### src/rtl/exc_pkg.sv
package exc_pkg;

    localparam int XLEN      = 32;
    localparam int MODE_W    = 5;
    localparam int NUM_BANKS = 5;
    localparam int BANK_W    = $clog2(NUM_BANKS);

    localparam logic [MODE_W-1:0] MODE_USR = 5'h10;
    localparam logic [MODE_W-1:0] MODE_FIQ = 5'h11;
    localparam logic [MODE_W-1:0] MODE_IRQ = 5'h12;
    localparam logic [MODE_W-1:0] MODE_SVC = 5'h13;
    localparam logic [MODE_W-1:0] MODE_ABT = 5'h17;
    localparam logic [MODE_W-1:0] MODE_UND = 5'h1B;
    localparam logic [MODE_W-1:0] MODE_SYS = 5'h1F;

    // The encoding is the vector slot index; slot 5 is reserved.
    typedef enum logic [2:0] {
        EX_RESET = 3'd0,
        EX_UNDEF = 3'd1,
        EX_SWI   = 3'd2,
        EX_PABT  = 3'd3,
        EX_DABT  = 3'd4,
        EX_IRQ   = 3'd6,
        EX_FIQ   = 3'd7
    } exc_e;

    typedef enum logic [1:0] {
        S_RUN    = 2'd0,
        S_ENTER  = 2'd1,
        S_RETURN = 2'd2
    } state_e;

    function automatic logic [MODE_W-1:0] target_mode(exc_e e);
        case (e)
            EX_UNDEF:         return MODE_UND;
            EX_PABT, EX_DABT: return MODE_ABT;
            EX_IRQ:           return MODE_IRQ;
            EX_FIQ:           return MODE_FIQ;
            default:          return MODE_SVC;
        endcase
    endfunction

    function automatic logic [BANK_W-1:0] bank_of(logic [MODE_W-1:0] m);
        case (m)
            MODE_FIQ: return BANK_W'(0);
            MODE_IRQ: return BANK_W'(1);
            MODE_SVC: return BANK_W'(2);
            MODE_ABT: return BANK_W'(3);
            default:  return BANK_W'(4);
        endcase
    endfunction

    function automatic logic has_bank(logic [MODE_W-1:0] m);
        return (m == MODE_FIQ) || (m == MODE_IRQ) || (m == MODE_SVC) ||
               (m == MODE_ABT) || (m == MODE_UND);
    endfunction

endpackage

### src/rtl/exc_arbiter.sv
module exc_arbiter
    import exc_pkg::*;
(
    input  logic req_reset,
    input  logic req_undef,
    input  logic req_swi,
    input  logic req_pabt,
    input  logic req_dabt,
    input  logic req_irq,
    input  logic req_fiq,
    input  logic irq_masked,
    input  logic fiq_masked,
    output logic valid,
    output exc_e sel
);
    // Fixed ranking, highest first.
    always_comb begin
        valid = 1'b1;
        sel   = EX_RESET;
        if (req_reset)                     sel = EX_RESET;
        else if (req_dabt)                 sel = EX_DABT;
        else if (req_fiq && !fiq_masked)   sel = EX_FIQ;
        else if (req_irq && !irq_masked)   sel = EX_IRQ;
        else if (req_pabt)                 sel = EX_PABT;
        else if (req_undef)                sel = EX_UNDEF;
        else if (req_swi)                  sel = EX_SWI;
        else                               valid = 1'b0;
    end
endmodule

### src/rtl/exc_spsr_bank.sv
module exc_spsr_bank
    import exc_pkg::*;
#(
    parameter int W     = XLEN,
    parameter int BANKS = NUM_BANKS,
    localparam int IW   = $clog2(BANKS)
) (
    input  logic          clk,
    input  logic          rst_n,
    input  logic          we,
    input  logic [IW-1:0] widx,
    input  logic [W-1:0]  wdata,
    input  logic [IW-1:0] ridx,
    output logic [W-1:0]  rdata
);
    logic [W-1:0] saved [BANKS];

    for (genvar g = 0; g < BANKS; g++) begin : g_bank
        always_ff @(posedge clk or negedge rst_n) begin
            if (!rst_n)                         saved[g] <= '0;
            else if (we && widx == IW'(g))      saved[g] <= wdata;
        end
    end

    assign rdata = (int'(ridx) < BANKS) ? saved[ridx] : '0;
endmodule

### src/rtl/exc_vector_ctrl.sv
module exc_vector_ctrl
    import exc_pkg::*;
#(
    parameter logic [31:0] VEC_BASE  = 32'h0000_0000,
    parameter logic [31:0] LR_OFFSET = 32'd4,
    parameter logic [31:0] CPSR_INIT = 32'h0000_00D3
) (
    input  logic        clk,
    input  logic        rst_n,
    input  logic        req_reset,
    input  logic        req_undef,
    input  logic        req_swi,
    input  logic        req_pabt,
    input  logic        req_dabt,
    input  logic        req_irq,
    input  logic        req_fiq,
    input  logic [31:0] pc_i,
    input  logic        cpsr_wr,
    input  logic [31:0] cpsr_wdata,
    input  logic        ret_req,
    output logic        take_o,
    output logic [31:0] vector_o,
    output logic [4:0]  mode_o,
    output logic [31:0] cpsr_o,
    output logic        spsr_we_o,
    output logic [2:0]  spsr_sel_o,
    output logic [31:0] spsr_wdata_o,
    output logic [31:0] lr_o
);
    localparam int I_BIT = 7;
    localparam int F_BIT = 6;
    localparam int T_BIT = 5;
    localparam logic [31:0] VEC_RSVD = VEC_BASE + 32'h14;

    state_e state, state_nx;
    logic   arb_valid;
    exc_e   arb_sel;
    logic   go_enter, ret_ok, wr_ok;
    logic [31:0] cpsr_q, cpsr_entry, spsr_rd;
    logic [MODE_W-1:0] tgt_mode;
    logic [BANK_W-1:0] tgt_bank;

    exc_arbiter u_arb (
        .req_reset  (req_reset),
        .req_undef  (req_undef),
        .req_swi    (req_swi),
        .req_pabt   (req_pabt),
        .req_dabt   (req_dabt),
        .req_irq    (req_irq),
        .req_fiq    (req_fiq),
        .irq_masked (cpsr_q[I_BIT]),
        .fiq_masked (cpsr_q[F_BIT]),
        .valid      (arb_valid),
        .sel        (arb_sel)
    );

    exc_spsr_bank #(.W(XLEN), .BANKS(NUM_BANKS)) u_bank (
        .clk   (clk),
        .rst_n (rst_n),
        .we    (go_enter),
        .widx  (tgt_bank),
        .wdata (cpsr_q),
        .ridx  (bank_of(cpsr_q[4:0])),
        .rdata (spsr_rd)
    );

    assign tgt_mode = target_mode(arb_sel);
    assign tgt_bank = bank_of(tgt_mode);

    // Status word after entry: I set, T cleared, F set for reset and FIQ.
    always_comb begin
        cpsr_entry           = cpsr_q;
        cpsr_entry[I_BIT]    = 1'b1;
        cpsr_entry[T_BIT]    = 1'b0;
        cpsr_entry[4:0]      = tgt_mode;
        if (arb_sel == EX_RESET || arb_sel == EX_FIQ)
            cpsr_entry[F_BIT] = 1'b1;
    end

    assign go_enter = (state == S_RUN) && arb_valid;
    assign ret_ok   = (state == S_RUN) && !arb_valid && ret_req && has_bank(cpsr_q[4:0]);
    assign wr_ok    = (state == S_RUN) && !arb_valid && !ret_ok && cpsr_wr;

    // Next-state logic: take, restore, resume.
    always_comb begin
        state_nx = state;
        unique case (state)
            S_RUN: begin
                if (go_enter)    state_nx = S_ENTER;
                else if (ret_ok) state_nx = S_RETURN;
            end
            S_ENTER:  state_nx = S_RUN;
            S_RETURN: state_nx = S_RUN;
            default:  state_nx = S_RUN;
        endcase
    end

    always_ff @(posedge clk or negedge rst_n) begin
        if (!rst_n) state <= S_RUN;
        else        state <= state_nx;
    end

    // Datapath registers.
    always_ff @(posedge clk or negedge rst_n) begin
        if (!rst_n) begin
            cpsr_q       <= CPSR_INIT;
            vector_o     <= VEC_BASE;
            mode_o       <= MODE_SVC;
            lr_o         <= '0;
            spsr_sel_o   <= '0;
            spsr_wdata_o <= '0;
        end else if (go_enter) begin
            cpsr_q       <= cpsr_entry;
            vector_o     <= VEC_BASE + {27'd0, arb_sel, 2'b00};
            mode_o       <= tgt_mode;
            lr_o         <= pc_i + LR_OFFSET;
            spsr_sel_o   <= 3'(tgt_bank);
            spsr_wdata_o <= cpsr_q;
        end else if (ret_ok) begin
            cpsr_q       <= spsr_rd;
        end else if (wr_ok) begin
            cpsr_q       <= cpsr_wdata;
        end
    end

    assign take_o    = (state == S_ENTER);
    assign spsr_we_o = (state == S_ENTER);
    assign cpsr_o    = cpsr_q;

    p_take_pulse_r8: assert property (@(posedge clk) disable iff (!rst_n)
        take_o |=> !take_o);

    p_no_rsvd_vec_r12: assert property (@(posedge clk) disable iff (!rst_n)
        take_o |-> vector_o != VEC_RSVD);

    p_entry_cpsr_r5: assert property (@(posedge clk) disable iff (!rst_n)
        take_o |-> (cpsr_o[4:0] == mode_o && cpsr_o[I_BIT] && !cpsr_o[T_BIT]));

    p_spsr_save_r6: assert property (@(posedge clk) disable iff (!rst_n)
        take_o |-> (spsr_we_o && spsr_wdata_o == $past(cpsr_o)));

    p_link_r7: assert property (@(posedge clk) disable iff (!rst_n)
        take_o |-> lr_o == $past(pc_i) + LR_OFFSET);

    p_irq_mask_r4: assert property (@(posedge clk) disable iff (!rst_n)
        (take_o && mode_o == MODE_IRQ) |-> !$past(cpsr_o[I_BIT]));

    p_ret_ignored_r10: assert property (@(posedge clk) disable iff (!rst_n)
        (state == S_RUN && ret_req && !cpsr_wr && !arb_valid &&
         (cpsr_o[4:0] == MODE_USR || cpsr_o[4:0] == MODE_SYS)) |=> $stable(cpsr_o));
endmodule

### config.mk
export PLATFORM = sky130hd
export DESIGN_NAME = exc_vector_ctrl
export DESIGN_NICKNAME = d
export VERILOG_FILES = /design/src/rtl/exc_pkg.sv /design/src/rtl/exc_arbiter.sv /design/src/rtl/exc_spsr_bank.sv /design/src/rtl/exc_vector_ctrl.sv
export SDC_FILE = /design/constraint.sdc
export NUM_CORES = 1
export LEC_CHECK = 0
export ABC_AREA = 1
export ABC_CLOCK_PERIOD_IN_PS = 2500
export CORE_MARGIN = 3
export CORE_UTILIZATION = 40
export CTS_CLUSTER_DIAMETER = 150
export DETAILED_ROUTE_END_ITERATION = 7
export DONT_BUFFER_PORTS = 1
export SYNTH_ARGS = -nofsm -noshare
export SYNTH_HDL_FRONTEND = slang
export SYNTH_SLANG_ARGS = --single-unit
### constraint.sdc
create_clock -name clk -period 2.5 [get_ports clk]
set_input_delay 0.125 -clock clk [delete_from_list [all_inputs] [get_ports clk]]
set_output_delay 0.125 -clock clk [all_outputs]
set_load 0.005 [all_outputs]
==> impl_metrics.py, run 1 <==
metrics = {
    "clocking": {
        "tritoncts": "yes",
        "cts_buffer_depth": 3,
        "cts.clk_slew.worst_paths_ns": 0.06,
        "worst_skew_pair.late_latency_ns": 0.56,
        "cts_buffers": 30,
        "htreeDepth": 1,
        "cts.sinks": 268,
        "hold_buffers": 80,
        "cts_root_buffer": "clkbuf_16",
    },
    "floorplan": {
        "die_width_um": 187,
        "die_area_um2": 35000,
        "start_util_pct": 41.0,
        "die_h_um": 187,
        "core_area_um2": 32000,
        "ios": 213,
        "rows": 65,
    },
    "finish": {
        "finalNonFillerCells": 2124,
        "final_cell_mix": "487 x nand2_1, 261 x dfrtp_1, 144 x nor2_1",
        "mostFrequentLayoutCell": "nand2_1",
        "final_nets": 1739,
        "post-route-util_pct": 47.0,
        "area_growth_pct": 14.4,
        "drive_gt1_share_pct": 8.06,
    },
    "worst_setup_path": {
        "critPathLaunch": "cpsr_o[6]",
        "cp-endpoint": "u_bank.saved[71]",
        "critPathRequiredTime_ns": 2.97,
        "reg2reg_depth": 10,
        "reg2reg_to": "u_bank.saved[71]",
        "r2r-start": "cpsr_o[6]",
        "cp_max_fo": 10,
        "worstSetupStartpointType": "register",
        "critical_path_class": "reg -> reg",
        "regToRegSetupSlack_ns": 0.13,
        "arrival_ns": 2.84,
        "crit_path_end_kind": "register",
    },
    "sta": {
        "whs_ns": -0.730,
        "slew_violations": 0,
        "min_period_ns": 2.37,
        "slew_headroom_pct": 45.0,
        "tns_ns": 0,
        "clock_skew_ns": 0.0223,
        "period_share_pct": 94.9,
        "setup_slack_ns": 0.129,
        "finalSetupViolCount": 0,
        "worst_pin_slew_ns": 0.825,
        "hold_viol_final": 268,
        "max_freq_mhz": 422,
    },
    "detailed_routing": {
        "wl_per_cell_um": 17.6,
        "vias": 10708,
        "wl_um": 37500,
        "drtIter0Drc": 704,
        "drtAntennaViolNets": 0,
        "vias_per_cell": 5.04,
        "dr.pass1.iters": 5,
        "drc": 0,
    },
    "global_routing": {
        "grt_max_degree": 269,
        "grt_use_total_pct": 21.3,
        "grt_pass1_vias": 10628,
        "antenna_found_initial": 2,
        "overflow": 0,
        "grt_pass1_wl_um": 60400,
    },
    "placed_design": {
        "io_buffers": 0,
        "dp.cells": 1983,
        "dpl_worst_slack_ns": 0.136,
        "dp_hpwl_um": 24300,
        "place.gp.congestion": 0.838,
    },
    "synthesis": {
        "synth.distinct_cells": 41,
        "postSynthAreaPerCell_um2": 8.03,
        "syn_area_um2": 13100,
        "ys_seq_area_share_pct": 51.2,
        "synth_seq_cells": 268,
        "ys_warn_count": 0,
        "synthFlopType": "dfrtp_1",
        "async_reset_ff_share_pct": 100,
        "synth_edf_count": 0,
        "synthCells": 1633,
    },
    "flow_run": {
        "maxCapViolCount": 0,
    },
    "power_and_ir_drop": {
        "p_leak_nw": 7.17,
        "peakVddDrop_uv": 603,
        "power.density_nw_per_um2": 1130,
    },
    "run_status": {
        "status": "complete, but fails checks",
        "violations": "hold timing",
    },
    "hold_path": {
        "hold_path.class": "in -> async",
    },
}
final cells by class:
type / count / area, um2
fill: 3113 / 17000
sequential: 268 / 6720
multi-input combinational: 1124 / 5110
timing repair buffer: 112 / 1170
clock buffer: 49 / 882
tap: 435 / 544
inverter: 127 / 479
clock inverter: 7 / 96.3
antenna: 2 / 5.00
cell families after synthesis:
logic type               after synthesis  synth area share, %
AO/OA/AOI/OAI                        303                 12.4
XOR/XNOR                              20                 1.34
AND/OR/NAND/NOR                      770                 24.1
other                                  2               0.0573
adder cells (fa/ha/maj)                1               0.0954
flip-flops                           268                 51.2
buffers and inverters                269                 10.8
synthesized netlist by cell type, types with 2 or more instances:
cell,number,area (um2)
nor2_2,2,12.5
nand3_2,4,40.0
clkbuf_1,16,60.1
dfstp_2,7,184
nand2_1,488,1830
nor2_4,2,22.5
nand3b_1,3,22.5
a21oi_1,86,430
o21ai_0,138,691
inv_1,115,432
nand2_2,5,31.3
xor2_1,9,78.8
or2_2,6,37.5
buf_4,70,526
xnor2_1,11,96.3
nand3_1,85,425
nor2_1,145,544
clkinv_1,2,7.51
o211ai_1,12,90.1
nor3_1,13,65.1
buf_2,43,215
o21ai_2,14,123
buf_6,12,135
o21ai_1,47,235
a31oi_1,2,12.5
dfrtp_1,261,6530
nand4_1,11,68.8
inv_2,10,37.5
conb_1,2,7.51
worst min path at each step:
stage	startpoint	to	slack, ns	depth (start not counted)
after floorplan	rst_n	cpsr_o[10]	-0.17	0
after global placement	rst_n	spsr_wdata_o[8]	-0.16	0
after detailed placement	rst_n	spsr_wdata_o[8]	-0.16	0
after CTS	rst_n	spsr_wdata_o[8]	-0.77	0
after global routing	rst_n	cpsr_o[9]	-0.76	0
final	rst_n	spsr_wdata_o[8]	-0.73	0
stage by stage:
| stage | cell area (um2) | hold slack (ns) | power [mW] |
|---|---|---|---|
| 2_1_floorplan | 13200 | -0.171 | 11.2 |
| 3_3_place_gp | 13200 | -0.160 | 12.5 |
| 3_5_place_dp | 13200 | -0.160 | 12.6 |
| 4_1_cts | 15000 | -0.766 | 17.2 |
| 5_1_grt | 15000 | -0.762 | 18.4 |
| 6_report | 15000 | -0.730 | 17.0 |
repair_timing:
action	in CTS	in global routing
endpoints found under the hold margin	336	268
gates resized for setup	0	6
buffers inserted	0	3
setup endpoints to repair	0	23
report_power, final:
group          leakage [nW]  switching (mW)  total (mW)  internal, mW
registers              3.37            1.29        7.32          6.03
clock network         0.479            1.74        4.34          2.60
logic                  3.31            3.46        5.35          1.90
registers in the layout, summed over array words and instances, names as in the netlist:
name,flops
u_bank.saved,160
cpsr_o,32
lr_o,32
spsr_wdata_o,32
mode_o,4
spsr_sel_o,3
vector_o,3
state,2
routing by layer:
layer	vias up	part of all wire (%)	GRT usage (%)
li1	5197	-	-
met1	5097	42	28.1
met3	43	8.6	5.87
met5	-	0	0
met2	371	47	35.1
met4	0	2.1	4.68
critical path, cell delays in order (launching register included):
cell,delay [ns]
dfstp_2,0.59
inv_2,0.10
nand2_2,0.09
nand2_2,0.08
dlygate4sd3_1,0.56
nand2_1,0.07
nand3_2,0.12
nor2_4,0.27
buf_4,0.23
nor2_1,0.05
a21oi_1,0.12
No activity file was read; power rests on OpenSTA's default activity.
==> run 2: changes to the inputs <==
--- a/config.mk
+++ b/config.mk
@@ -12,6 +12,7 @@
 export CTS_CLUSTER_DIAMETER = 150
 export DETAILED_ROUTE_END_ITERATION = 7
 export DONT_BUFFER_PORTS = 1
+export PLACE_DENSITY = 0.62
 export SYNTH_ARGS = -nofsm -noshare
 export SYNTH_HDL_FRONTEND = slang
 export SYNTH_SLANG_ARGS = --single-unit
==> impl_metrics.py, run 2 (same netlist as run 1, synthesis figures left out) <==
metrics = {
    "power_and_ir_drop": {
        "swShare_pct": 38.5,
        "p_leak_nw": 7.22,
        "peakVddDrop_uv": 647,
        "p_seq_share_pct": 42.8,
        "p_int_mw": 10.5,
        "p_clk_share_pct": 25.6,
        "combPwrFrac_pct": 31.6,
        "p_switching_mw": 6.58,
        "power.density_nw_per_um2": 1130,
    },
    "finish": {
        "final_area_um2": 15100,
        "top_register": "u_bank.saved",
        "area_growth_pct": 15.1,
        "final_cell_mix": "487 x nand2_1, 261 x dfrtp_1, 144 x nor2_1",
        "drive_gt1_share_pct": 8.22,
        "mostFrequentLayoutCell": "nand2_1",
        "final_nets": 1745,
        "seqCellArea_um2": 6720,
        "post-route-util_pct": 47.2,
        "fillerInstances": 3157,
        "multi_input_area_um2": 5110,
        "largest_register_ffs": 160,
    },
    "flow_run": {
        "maxCapViolCount": 0,
    },
    "placed_design": {
        "place.gp.congestion": 0.875,
        "dpl_worst_slack_ns": 0.273,
        "io_buffers": 0,
        "place_area_um2": 13200,
        "dp_hpwl_um": 23600,
    },
    "sta": {
        "slew_violations": 0,
        "rsz0062_at_grt": "no",
        "max_freq_mhz": 414,
        "min_period_ns": 2.41,
        "tns_ns": 0,
        "setup_slack_ns": 0.0868,
        "whs_ns": -0.733,
        "period_share_pct": 96.5,
        "slew_headroom_pct": 62.6,
        "worst_pin_slew_ns": 0.561,
        "hold_viol_final": 268,
        "clock_skew_ns": 0.0203,
        "finalSetupViolCount": 0,
    },
    "floorplan": {
        "rows": 65,
        "start_util_pct": 41.0,
        "ios": 213,
        "die_width_um": 187,
        "die_h_um": 187,
        "die_area_um2": 35000,
        "core_area_um2": 32000,
    },
    "detailed_routing": {
        "wl_per_cell_um": 17.6,
        "dr.pass1.iters": 5,
        "wl_um": 37400,
        "vias_per_cell": 5.01,
        "drc": 0,
        "drtAntennaViolNets": 0,
        "vias": 10668,
        "drtIter0Drc": 792,
    },
    "clocking": {
        "tritoncts": "yes",
        "cts.clk_slew.worst_paths_ns": 0.06,
        "worst_skew_pair.late_latency_ns": 0.56,
        "cts_resized": 0,
        "cts_root_buffer": "clkbuf_16",
        "cts_buffer_depth": 3,
        "cts.sinks": 268,
        "htreeDepth": 1,
        "hold_buffers": 86,
        "cts_buffers": 30,
    },
    "hold_path": {
        "hold_path.class": "in -> async",
    },
    "worst_setup_path": {
        "slowest_delay_ns": 0.57,
        "arrival_ns": 2.88,
        "crit_path_cell_trace": "inv_2 -> nand2_2 -> nand2_2 -> dlygate4sd3_1 -> nand2_1 -> nand3_2 -> nor2_4 -> buf_12 -> nand2_1 -> o21ai_0",
        "cp_max_fo": 32,
        "critPathRequiredTime_ns": 2.97,
        "critical_path_class": "reg -> reg",
        "crit_slowest_cell": "dfstp_2",
        "crit_path_end_kind": "register",
        "worstSetupStartpointType": "register",
    },
    "run_status": {
        "status": "complete, but fails checks",
        "violations": "hold timing",
    },
    "global_routing": {
        "grt_pass1_vias": 10639,
        "overflow": 0,
        "grt_pass1_wl_um": 59600,
        "grt_max_degree": 269,
        "antenna_found_initial": 3,
        "grt_use_total_pct": 20.8,
    },
}
run 2: cell types whose count changed in the layout (fill, tap and decap cells not counted), sizes merged:
cell         previous run  this run
bufinv                  2         1
dlygate4sd3            80        86
clkinvlp                0         2
buf                    32        31
diode                   2         1
clkbuf                 49        46
clkinv                  7         9
run 2: area by class of cell:
type                       count  share of cell area, %
tap                          435                   3.61
clock buffer                  45                   5.94
inverter                     127                   3.17
antenna                        1                 0.0166
timing repair buffer         118                   8.32
clock inverter                10                  0.605
multi-input combinational   1124                   33.9
sequential                   268                   44.5
run 2: path summary, 6_finish.rpt:
check	cells past startpoint	from	end	slack [ns]
max	10	cpsr_o[6]	u_bank.saved[65]	0.09
min	0	rst_n	spsr_wdata_o[9]	-0.73
max reg2reg	10	cpsr_o[6]	u_bank.saved[65]	0.09
min reg2reg	2	u_bank.saved[50]	u_bank.saved[50]	0.48
max in group asynchronous	0	rst_n	u_bank.saved[123]	2.74
min in group clk	6	pc_i[5]	lr_o[7]	0.02
run 2: timing repair:
| item | in CTS | in global routing |
|---|---|---|
| endpoints found under the setup margin | 0 | 1 |
| hold endpoints to repair | 336 | 268 |
| buffers inserted | 0 | 0 |
run 2: metrics by stage:
stage	total power, mW	std cells
after global routing	18.5	2127
after CTS	17.2	2126
after floorplan	11.2	1661
after detailed placement	12.6	1985
after global placement	12.5	1985
final	17.1	2128
run 2: worst max-delay path, delay by kind of cell, from the launching register on:
| kind | cells | cell delay [ns] |
|---|---|---|
| buf+inv | 3 | 0.91 |
| simple gates | 6 | 0.75 |
| compound gates | 1 | 0.09 |
| flops | 1 | 0.57 |
run 2: routing by layer:
layer	track usage [%]	vias up	wire, um
met5	0	-	21
met4	5.06	4	935
met3	6.20	66	3160
met2	34.2	362	17300
met1	27.1	5036	16000
li1	-	5200	-
run 2: power groups by stage:
stage / Combinational, mW / Clock, mW / Sequential [mW]
3_3_place_gp: 5.15 / 0 / 7.36
3_5_place_dp: 5.25 / 0 / 7.37
5_1_grt: 6.23 / 4.67 / 7.55
4_1_cts: 5.41 / 4.49 / 7.32
2_1_floorplan: 4.26 / 0 / 6.90
6_report: 5.41 / 4.38 / 7.31
